### config.mk
export PLATFORM = sky130hd
export DESIGN_NAME = wk_issue_wakeup
export DESIGN_NICKNAME = d
export VERILOG_FILES = /design/src/rtl/wk_pkg.sv /design/src/rtl/wk_tag_match.sv /design/src/rtl/wk_alloc.sv /design/src/rtl/wk_slot.sv /design/src/rtl/wk_issue_wakeup.sv
export SDC_FILE = /design/constraint.sdc
export NUM_CORES = 1
export LEC_CHECK = 0
export BUFFER_PORTS_ARGS = -buffer_cell sky130_fd_sc_hd__buf_2
export CAP_MARGIN = 20
export CORE_MARGIN = 2
export CORE_UTILIZATION = 35
export CTS_CLUSTER_SIZE = 10
export DETAILED_ROUTE_END_ITERATION = 16
export GPL_TIMING_DRIVEN = 0
export HOLD_SLACK_MARGIN = 0.12
export RECOVER_POWER = 50
export SLEW_MARGIN = 20
export SYNTH_ARGS = -nofsm -noshare
export SYNTH_HDL_FRONTEND = slang
export SYNTH_SLANG_ARGS = --single-unit
export TNS_END_PERCENT = 30
### constraint.sdc
create_clock -name clk -period 2.6 [get_ports clk]
set_input_delay 0.26 -clock clk [delete_from_list [all_inputs] [get_ports clk]]
set_output_delay 0.26 -clock clk [all_outputs]
set_load 0.03 [all_outputs]
### src/rtl/wk_pkg.sv
package wk_pkg;
  localparam int unsigned WK_ENTRIES_DEF = 8;
  localparam int unsigned WK_IW_DEF      = 2;
  localparam int unsigned WK_TAG_W_DEF   = 6;

  typedef enum logic {OPND_LEFT = 1'b0, OPND_RIGHT = 1'b1} opnd_side_e;
endpackage

### src/rtl/wk_tag_match.sv
module wk_tag_match #(
  parameter int unsigned TAG_W = 6,
  parameter int unsigned IW    = 2
) (
  input  logic [TAG_W-1:0]    tag,
  input  logic [IW-1:0]       bc_valid,
  input  logic [IW*TAG_W-1:0] bc_tag,
  output logic                hit
);
  logic [IW-1:0] lane_hit;

  for (genvar k = 0; k < IW; k++) begin : g_lane
    assign lane_hit[k] = bc_valid[k] && (bc_tag[k*TAG_W +: TAG_W] == tag);
  end

  assign hit = |lane_hit;
endmodule

### src/rtl/wk_alloc.sv
module wk_alloc #(
  parameter int unsigned ENTRIES = 8,
  localparam int unsigned IDX_W  = $clog2(ENTRIES)
) (
  input  logic [ENTRIES-1:0] busy,
  output logic               any_free,
  output logic [IDX_W-1:0]   free_idx
);
  always_comb begin
    any_free = 1'b0;
    free_idx = '0;
    for (int i = ENTRIES - 1; i >= 0; i--) begin
      if (!busy[i]) begin
        any_free = 1'b1;
        free_idx = IDX_W'(i);
      end
    end
  end
endmodule

### src/rtl/wk_slot.sv
module wk_slot
  import wk_pkg::*;
#(
  parameter int unsigned TAG_W = 6,
  parameter int unsigned IW    = 2
) (
  input  logic                clk,
  input  logic                rst_n,
  input  logic                load,
  input  logic [TAG_W-1:0]    ld_tag_l,
  input  logic                ld_rdy_l,
  input  logic [TAG_W-1:0]    ld_tag_r,
  input  logic                ld_rdy_r,
  input  logic                clr,
  input  logic [IW-1:0]       bc_valid,
  input  logic [IW*TAG_W-1:0] bc_tag,
  output logic                busy,
  output logic                req
);
  logic             valid_q;
  logic [TAG_W-1:0] tag_q [2];
  logic [1:0]       rdy_q;
  logic [1:0]       hit;

  for (genvar s = 0; s < 2; s++) begin : g_side
    wk_tag_match #(.TAG_W(TAG_W), .IW(IW)) u_match (
      .tag      (tag_q[s]),
      .bc_valid (bc_valid),
      .bc_tag   (bc_tag),
      .hit      (hit[s])
    );
  end

  always_ff @(posedge clk) begin
    if (!rst_n) begin
      valid_q  <= 1'b0;
      rdy_q    <= '0;
      tag_q[0] <= '0;
      tag_q[1] <= '0;
    end else if (clr) begin
      valid_q <= 1'b0;
      rdy_q   <= '0;
    end else if (load) begin
      valid_q           <= 1'b1;
      tag_q[OPND_LEFT]  <= ld_tag_l;
      tag_q[OPND_RIGHT] <= ld_tag_r;
      rdy_q             <= {ld_rdy_r, ld_rdy_l};
    end else if (valid_q) begin
      rdy_q <= rdy_q | hit;
    end
  end

  assign busy = valid_q;
  assign req  = valid_q & rdy_q[OPND_LEFT] & rdy_q[OPND_RIGHT];

  a_r8_clear_drops: assert property (@(posedge clk) disable iff (!rst_n)
    clr |=> !req);
  a_r2_left_wake: assert property (@(posedge clk) disable iff (!rst_n)
    valid_q && !clr && hit[0] |=> rdy_q[0]);
  a_r3_right_wake: assert property (@(posedge clk) disable iff (!rst_n)
    valid_q && !clr && hit[1] |=> rdy_q[1]);
endmodule

### src/rtl/wk_issue_wakeup.sv
module wk_issue_wakeup
  import wk_pkg::*;
#(
  parameter int unsigned ENTRIES = WK_ENTRIES_DEF,
  parameter int unsigned IW      = WK_IW_DEF,
  parameter int unsigned TAG_W   = WK_TAG_W_DEF,
  localparam int unsigned IDX_W  = $clog2(ENTRIES)
) (
  input  logic                clk,
  input  logic                rst_n,
  input  logic                ins_valid,
  output logic                ins_ready,
  input  logic [TAG_W-1:0]    ins_tag_l,
  input  logic                ins_rdy_l,
  input  logic [TAG_W-1:0]    ins_tag_r,
  input  logic                ins_rdy_r,
  output logic [IDX_W-1:0]    ins_slot,
  input  logic [IW-1:0]       bc_valid,
  input  logic [IW*TAG_W-1:0] bc_tag,
  input  logic [ENTRIES-1:0]  clr,
  output logic [ENTRIES-1:0]  req
);
  logic [ENTRIES-1:0] busy;
  logic [ENTRIES-1:0] load;
  logic               in_hit_l, in_hit_r;
  logic               accept;

  wk_alloc #(.ENTRIES(ENTRIES)) u_alloc (
    .busy     (busy),
    .any_free (ins_ready),
    .free_idx (ins_slot)
  );

  wk_tag_match #(.TAG_W(TAG_W), .IW(IW)) u_in_l (
    .tag (ins_tag_l), .bc_valid (bc_valid), .bc_tag (bc_tag), .hit (in_hit_l)
  );
  wk_tag_match #(.TAG_W(TAG_W), .IW(IW)) u_in_r (
    .tag (ins_tag_r), .bc_valid (bc_valid), .bc_tag (bc_tag), .hit (in_hit_r)
  );

  assign accept = ins_valid && ins_ready;

  for (genvar i = 0; i < ENTRIES; i++) begin : g_slot
    assign load[i] = accept && (ins_slot == IDX_W'(i));
    wk_slot #(.TAG_W(TAG_W), .IW(IW)) u_slot (
      .clk      (clk),
      .rst_n    (rst_n),
      .load     (load[i]),
      .ld_tag_l (ins_tag_l),
      .ld_rdy_l (ins_rdy_l | in_hit_l),
      .ld_tag_r (ins_tag_r),
      .ld_rdy_r (ins_rdy_r | in_hit_r),
      .clr      (clr[i]),
      .bc_valid (bc_valid),
      .bc_tag   (bc_tag),
      .busy     (busy[i]),
      .req      (req[i])
    );
  end

  a_r6_slot_free: assert property (@(posedge clk) disable iff (!rst_n)
    accept |-> !busy[ins_slot]);
  a_r6_single_load: assert property (@(posedge clk) disable iff (!rst_n)
    $onehot0(load));
  a_r10_full_blocks: assert property (@(posedge clk) disable iff (!rst_n)
    (&busy) |-> !ins_ready);
endmodule

### Word level (Yosys, flattened, before mapping)

Memory sizes are Yosys's and may differ from the RTL's.
Cells that the tools add are included.

* flip-flop bits (word level): 24
* RAM bits: 96
* input bits: 39
* output and inout bits: 12
* logic and storage cells: 271
* memories kept: 8

Memory list
* g_slot[0].u_slot.tag_q: depth 2, bits a word 6, rd ports 2, clocked after memory_dff 0, write ports 2, RTL line wk_slot.sv:21 `logic [TAG_W-1:0] tag_q [2];`
* g_slot[1].u_slot.tag_q: depth 2, bits a word 6, rd ports 2, clocked after memory_dff 0, write ports 2, RTL line wk_slot.sv:21
* g_slot[2].u_slot.tag_q: depth 2, bits a word 6, rd ports 2, clocked after memory_dff 0, write ports 2, RTL line wk_slot.sv:21
* g_slot[3].u_slot.tag_q: depth 2, bits a word 6, rd ports 2, clocked after memory_dff 0, write ports 2, RTL line wk_slot.sv:21
* g_slot[4].u_slot.tag_q: depth 2, bits a word 6, rd ports 2, clocked after memory_dff 0, write ports 2, RTL line wk_slot.sv:21
* g_slot[5].u_slot.tag_q: depth 2, bits a word 6, rd ports 2, clocked after memory_dff 0, write ports 2, RTL line wk_slot.sv:21
* 2 more memories

* equality and inequality tests: 43
* multiplexer cells: 81
* bitwise gates (word level): 43
* reduce and logical (&&, ||, !) cells: 80

Operators with widths (count)
* 6-bit == test: 36
* 6-bit 2-to-1 mux: 16
* 2-bit OR reduction: 26
* 1-bit logical AND: 45
* 1-bit 2-to-1 mux: 41
* 2-bit 2-to-1 mux: 16
* 3-bit 2-to-1 mux: 8
* 1-bit OR: 18
* 1-bit AND: 16
* 2-bit OR: 8
* 2-bit nonzero test: 8
* 3-bit == test, second input constant: 4
* 3-bit by 2-bit == test with 1-bit output, second input constant: 2
* 3-bit by 1-bit == test with 1-bit output, second input constant: 1
* 3-bit logical NOT: 1
* 1-bit NOT: 1

### Logic depth before layout (Yosys ltp)

Gate-level depths: netlist (run 1).

* depth in word-level cells: 15
* mapped depth: 7
* gate-level depth less buffers: 5

### By module

A second synthesis (run 1) with hierarchy kept.

* cell total of the unflattened synthesis: 665
* area total of the unflattened synthesis: 7304.5 µm²

Modules (own cells, without submodules)
* wk_slot: times used 8, cells each 41, area each 589.3 µm², sequential area each 420.4 µm²
* wk_tag_match: times used 18, cells each 17, area each 133.9 µm², sequential area each 0.0 µm²
* wk_issue_wakeup: times used 1, cells each 15, area each 101.3 µm², sequential area each 0.0 µm²
* wk_alloc: times used 1, cells each 16, area each 78.8 µm², sequential area each 0.0 µm²

### Least setup slack after synthesis (run 1)

OpenSTA, ideal clock, no wires.

* path kind: reg-to-reg
* start point: reg g_slot[2].u_slot.valid_q
* end point: mem g_slot[5].u_slot.tag_q[0][0] (enable)
* setup time: 398 ps
* data arrival time: 2059 ps
* data required time: 2202 ps
* slack: 143 ps
* stages on the path, launching flop included: 5
* buffers on the path: 1
* clock period less this slack: 2457 ps
* path through: dfxtp_1 > buf_2 > nand2_1 > or4b_1 > o21ai_0

RTL lines
* from (decl): RTL line wk_slot.sv:20 `logic valid_q;`
* from (signal assigned): RTL line wk_slot.sv:36 `valid_q <= 1'b0;`
* from (signal assigned): RTL line wk_slot.sv:41 `valid_q <= 1'b0;`
* from (signal assigned): RTL line wk_slot.sv:44 `valid_q <= 1'b1;`
* to (decl): RTL line wk_slot.sv:21

### Worst setup path in the final report (run 1)

* start point: in ins_tag_l[1]
* end point: reg g_slot[2].u_slot.rdy_q[0]

* word-level cells in the longest chain between the ends: 5
* elaborated cells on any way between the ends: 7
* those cells by class: eq/ne (2); mux (1); bitwise (1); reduce/logical (3)

Ends and longest elaborated chain
* from (decl): RTL line wk_issue_wakeup.sv:13 `input logic [TAG_W-1:0] ins_tag_l,`
* 6-bit == test: RTL line wk_tag_match.sv:13 `assign lane_hit[k] = bc_valid[k] && (bc_tag[k*TAG_W +: TAG_W] == tag);`
* 1-bit logical AND: RTL line wk_tag_match.sv:13
* 2-bit OR reduction (*): RTL line wk_tag_match.sv:16 `assign hit = |lane_hit;`
* 1-bit OR (*): RTL line wk_issue_wakeup.sv:50 `.ld_rdy_l (ins_rdy_l | in_hit_l),`
* 2-bit 2-to-1 mux (*): RTL line wk_slot.sv:43 `end else if (load) begin`
* to (signal assigned): RTL line wk_slot.sv:47 `rdy_q <= {ld_rdy_r, ld_rdy_l};`
* to (signal assigned): RTL line wk_slot.sv:49 `rdy_q <= rdy_q | hit;`
* to (decl): RTL line wk_slot.sv:22 `logic [1:0] rdy_q;`

Mark *: on every way between the ends. The rest lies on a longest branch, timed or not.
A chain may end at the register's enable or synchronous reset.

==> run metrics, run 1 <==
main combinational cell family by area after synthesis XOR/XNOR gates; DRT Pass-1 Iters 5; Setup Buffers After CTS 0; commonest non-fill, non-tap cell in the layout xor2_1; Post-Synth Simple-Gate Area 20.28%; worst path arrival time 2.75 ns; worst vdd ir 0.4823 mV; TNS Setup 0 ns; Clock Tree Root clkbuf_16; global route overflow 0; delay-heaviest family, CP simple AND/OR/NAND/NOR gates; clk buf depth 2; Worst Skew 0.01083 ns; core area 0.02109 mm2; Clock Latency Late Sink 0.43 ns; fin nets 802; Starting Density 35.87%; Cell Area, Placed 0.008093 mm2; startpoint types primary input; slowest CP cell nor4_1; first-pass GRT wire length 34670 um; Rel. slew slack 21.16%; critical path class primary input to flop; max_cap viols 0; final setup vio count 0; #FFs+latches synth 120; area leader, netlist edfxtp_1; final hold viol count 0; H-tree depth 4; end of the critical path g_slot[2].u_slot.rdy_q[0]$_SDFFE_PP0P_; Critical Path, Cell by Cell clkbuf_1 > xor2_1 > nor4_1 > nor2_1 > a221oi_1; Mapped Cells 712; Inserted Clock Buffers 17; crit-path max FO 10; Die X 151.0 um; Worst R2R End g_slot[2].u_slot.tag_q[0][1]$_SDFFCE_PN0P_; total track usage 21.50%; Placed Cells 1019; CP Capture Type flop; die area 0.02280 mm2; via count 5714; Ports 51; drc violations 0; synth unique cells 53; pwr dens 636.4 mW/mm2; CP Buf/Inv Count 1; layout overhead on the synthesized area 15.19%; initial DRC count 539; clk sinks 120; Avg Cell Area, Syn 10.62 um2; GP Congestion 0.8716; post-synthesis mux area share 0%; R2R cell count 3; dpl ws 0.04691 ns; fmax 410.8 MHz; Rows 53; post-synth net total 751; Synth Area in XOR/XNOR 25.01%; Via density 5.432; Worst path depth 5; Leak 3.227 nW; Reg-to-Reg Start g_slot[1].u_slot.busy$_SDFFE_PP0P_; post-synthesis compound-gate area fraction 4.996%; detailed placement HPWL 15610 um; vias in the first global route 5658; Non-Filler Instances 1052; unrepaired setup endpoints after global routing false; Tcrit/Tclk final 93.63%; Filler cells 2067; fin area 0.008712 mm2; status complete, no violations; Max stage delay on crit path 0.76 ns; largest net degree at the start of global routing 17; worst path required time 2.92 ns; area of the multi-input gates 0.003771 mm2; Vert. Die Dim 151.0 um; share of cells above drive strength 1 13.14%; Synth Area in Adders 0%; Seq. cell area 0.003363 mm2; CTS tree done; Synth top area share 38.11%; Setup crit start ins_tag_l[1]; Layout Utilization 41.31%; worst slew pin tran 1.173 ns; Max Slew Vio Count 0; routed len/inst 22.63 um; YS warnings 0; most frequent cells in the layout xor2_1 (116), xnor2_1 (100), edfxtp_1 (96); routed wire length 23810 um; crit path time final 2.434 ns; port bufs 24; reg-to-reg slack, setup 0.28 ns; Seq/Total Area, Yosys 44.47%; top post-synthesis cells by area edfxtp_1 (38%), xor2_1 (13%), xnor2_1 (12%), dfxtp_1 (6.4%), and2_1 (5.2%); ys flop type edfxtp_1; Hold Crit Class primary input to flop; Routed Antenna Nets 0; synthesized area 0.007564 mm2; Reg clk slew, reported paths 0.05 ns; antenna violations before repair 2; number of synthesized flops with an enable pin 96; FFs w/ async S/R, synth 0%; final setup margin 0.1657 ns
[kinds of logic after synthesis]
kind of cell,Yosys count
AND/OR/NAND/NOR,250
buffers and inverters,73
XOR/XNOR,216
AO/OA/AOI/OAI,53
flip-flops,120
[worst min-delay path, stage by stage]
cell and delay, ns:
buf_2 0.10, nand2b_1 0.12, nor2_1 0.05
[flip-flops by register name, summed over array words and instances (netlist names)]
register and cells:
g_slot.u_slot.tag_q 96, g_slot.u_slot.rdy_q 16, g_slot.u_slot.busy 8
[through the flow]
stage,total power [mW],hold WS [ns]
global placement,2.846,0.4620
CTS,5.550,0.1469
global route,5.700,0.2021
floorplan,2.659,0.4342
finish,5.544,0.1465
detailed placement,2.862,0.4647
[worst min-delay path by stage]
stage	from	endpoint	slack (ns)	depth (start not counted)
6_report	clr[0]	g_slot[0].u_slot.busy$_SDFFE_PP0P_	0.15	3
5_1_grt	clr[1]	g_slot[1].u_slot.busy$_SDFFE_PP0P_	0.20	3
4_1_cts	clr[0]	g_slot[0].u_slot.busy$_SDFFE_PP0P_	0.15	3
3_5_place_dp	g_slot[2].u_slot.rdy_q[1]$_SDFFE_PP0P_	g_slot[2].u_slot.rdy_q[1]$_SDFFE_PP0P_	0.46	2
3_3_place_gp	g_slot[2].u_slot.rdy_q[1]$_SDFFE_PP0P_	g_slot[2].u_slot.rdy_q[1]$_SDFFE_PP0P_	0.46	2
2_1_floorplan	clr[6]	g_slot[6].u_slot.busy$_SDFFE_PP0P_	0.43	2
[metal layers]
layer	track usage (%)	part of all wire, %	vias to the layer above
met5	0	0	-
met2	33.02	45	259
li1	-	-	2609
met1	29.43	44	2803
met4	7.710	2.7	0
met3	5.422	8.7	43
[report_power, final]
group	switching, mW	total (mW)	internal (mW)
Clock	0.846	2.71	1.87
Sequential	0.0619	2.21	2.15
Combinational	0.392	0.624	0.232
Total	1.30	5.54	4.24
[repair_timing]
action                     in CTS  in global routing
resized for setup               0                  1
setup endpoints to repair       0                  6
hold buffers                    0                  0
[area by class of cell]
type | count | share of cell area, %
tap | 275 | 3.949
sequential | 120 | 38.60
clock buffer | 23 | 5.486
antenna | 1 | 0.02872
clock inverter | 9 | 2.226
timing repair buffer | 32 | 1.968
multi-input combinational | 519 | 43.29
buffer | 66 | 4.151
inverter | 7 | 0.3016
[synthesized netlist by cell type, drive strengths merged, types with 3 or more instances]
library cell,count
xor2,116
xnor2,100
edfxtp,96
and2,63
and3,44
buf,43
nor4,32
nand4,31
dfxtp,24
clkbuf,23
nor2,23
o21ai,13
nand3,11
nand2,10
nor3,9
nand2b,8
nor2b,8
inv,7
a21oi,5
o221ai,5
o211ai,4
a221oi,3
a41o,3
o21a,3
o32ai,3
No activity file was read; power rests on OpenSTA's default activity.
==> run 2, diff against run 1 <==
--- a/config.mk
+++ b/config.mk
@@ -5,6 +5,7 @@
 export SDC_FILE = /design/constraint.sdc
 export NUM_CORES = 1
 export LEC_CHECK = 0
+export ABC_AREA = 1
 export BUFFER_PORTS_ARGS = -buffer_cell sky130_fd_sc_hd__buf_2
 export CAP_MARGIN = 20
 export CORE_MARGIN = 2
==> run metrics, run 2 <==
core area 0.02271 mm2; worst path arrival time 2.56 ns; Hold Path Cell Cnt 4; #FFs+latches synth 120; Seq. cell area 0.003363 mm2; first-pass GRT wire length 46210 um; worst path required time 2.74 ns; crit path time final 2.420 ns; FFs w/ async S/R, synth 0%; Mapped Cells 1147; fin nets 1257; final hold viol count 0; detailed placement HPWL 21310 um; post-synth net total 1186; synth unique cells 37; vias in the first global route 7548; R2R cell count 7; area leader, netlist edfxtp_1; Via density 5.470; Power Total 5.280 mW; final hold slack 0.1424 ns; Biggest register g_slot.u_slot.tag_q; Starting Density 35.83%; Tcrit/Tclk final 93.06%; via count 8293; clk buf depth 2; Non-Filler Instances 1516; top post-synthesis cells by area edfxtp_1 (35%), nand2_1 (17%), nor2_1 (7.0%), dfxtp_1 (5.9%), inv_1 (5.7%); Rows 55; Leak 4.159 nW; die area 0.02448 mm2; Vert. Die Dim 156.5 um; unrepaired setup endpoints after global routing false; share of cells above drive strength 1 11.29%; Die X 156.5 um; synthesized area 0.008137 mm2; port bufs 44; Ports 51; Avg Cell Area, Syn 7.094 um2; drc violations 0; Clock Latency Late Sink 0.43 ns; Seq/Total Area, Yosys 41.33%; worst slew pin tran 0.9847 ns; total track usage 26.19%; clk sinks 120; commonest non-fill, non-tap cell in the layout nand2_1; routed len/inst 20.70 um; TNS Setup 0 ns; most frequent cell after synthesis nand2_1; synth cell count leaders nand2_1 (358), nor2_1 (151), inv_1 (124); area of the multi-input gates 0.003867 mm2; Synth top area share 35.43%; DRT Pass-1 Iters 6; CTS tree done; Filler cells 2395; Clock Tree Root clkbuf_16; layout overhead on the synthesized area 13.99%; Reg clk slew, reported paths 0.06 ns; Worst Skew 0.006672 ns; critical path class flop to flop; Placed Cells 1482; crit-path max FO 8; Hold Crit Class primary input to flop; number of synthesized flops with an enable pin 96; status complete, no violations; global route overflow 0; fmax 413.3 MHz; most frequent cells in the layout nand2_1 (364), nor2_1 (152), inv_1 (127); Max Slew Vio Count 0; antenna violations before repair 0; Inserted Clock Buffers 17; initial DRC count 1006; Routed Antenna Nets 0; YS warnings 0; routed wire length 31390 um; Largest register FFs 96; CP Capture Type flop; final setup vio count 0; Rel. slew slack 34.35%; H-tree depth 4; ys flop type edfxtp_1; startpoint types flop; largest net degree at the start of global routing 17; worst vdd ir 0.3742 mV; n_diodes 0; max_cap viols 0; pwr dens 569.2 mW/mm2; GP Congestion 0.9301
## run 2: power breakdown
group / switching (mW) / internal [mW]
combinational: 0.525 / 0.202
sequential: 0.0552 / 2.14
clock: 0.876 / 1.49
total: 1.46 / 3.82
## run 2: final cells by class
type,count,share of cell area [%]
multi-input cells,826,41.70
flip-flops and latches,120,36.26
inverters,144,5.828
clock buffers,17,4.587
well taps,285,3.845
plain buffers,57,3.143
repair buffers,52,2.914
clock inverters,15,1.727
## run 2: worst max-delay path: stages, from the launching register on
cell     delay (ns)
dfxtp_1        0.59
nand2_2        0.11
nor2_2         0.14
nand2_2        0.14
nor2_8         0.19
nand3_4        0.11
o21ai_1        0.57
buf_4          0.27
## run 2: cell families (layout without fill, tap and decap cells)
kind of cell | after synthesis | count (layout) | synth area share, %
and+or+nand+nor | 663 | 663 | 35.00
buffers and inverters | 201 | 285 | 10.73
AOI/OAI and AO/OA | 132 | 132 | 9.596
DFF | 120 | 120 | 41.33
xor gates and xnor gates | 31 | 31 | 3.337
## run 2: repair_timing
item / CTS / global route
setup endpoints to repair: 0 / 28
resized for setup: 0 / 3
setup buffers: 0 / 0
hold endpoints to repair: 2 / 0
hold buffers: 2 / 0
## run 2: through the flow
stage / instance area (um2) / utilization, % / worst slack [ns]
2_1_floorplan: 8137 / - / -0.04286
3_3_place_gp: 8713 / 38.37 / -0.6444
3_5_place_dp: 8772 / 38.63 / 0.03011
4_1_cts: 9378 / 41.29 / 0.02190
5_1_grt: 9275 / 40.84 / 0.01417
6_report: 9275 / 40.84 / 0.1804
## run 2: worst paths after layout
kind | from | end | slack, ns
worst max-delay path | g_slot[3].u_slot.busy$_SDFFE_PP0P_ | g_slot[6].u_slot.tag_q[0][0]$_SDFFCE_PN0P_ | 0.18
worst min-delay path | clr[7] | g_slot[7].u_slot.rdy_q[1]$_SDFFE_PP0P_ | 0.14
worst max register to register | g_slot[3].u_slot.busy$_SDFFE_PP0P_ | g_slot[6].u_slot.tag_q[0][0]$_SDFFCE_PN0P_ | 0.18
worst min register to register | g_slot[5].u_slot.busy$_SDFFE_PP0P_ | g_slot[5].u_slot.busy$_SDFFE_PP0P_ | 0.53
## run 2: routing by layer
layer	share of wire (%)	vias up	global-route usage, %
met5	0	-	0
met4	5.1	0	14.94
met3	12	116	6.923
met2	41	538	37.44
met1	42	3793	35.68
li1	-	3846	-
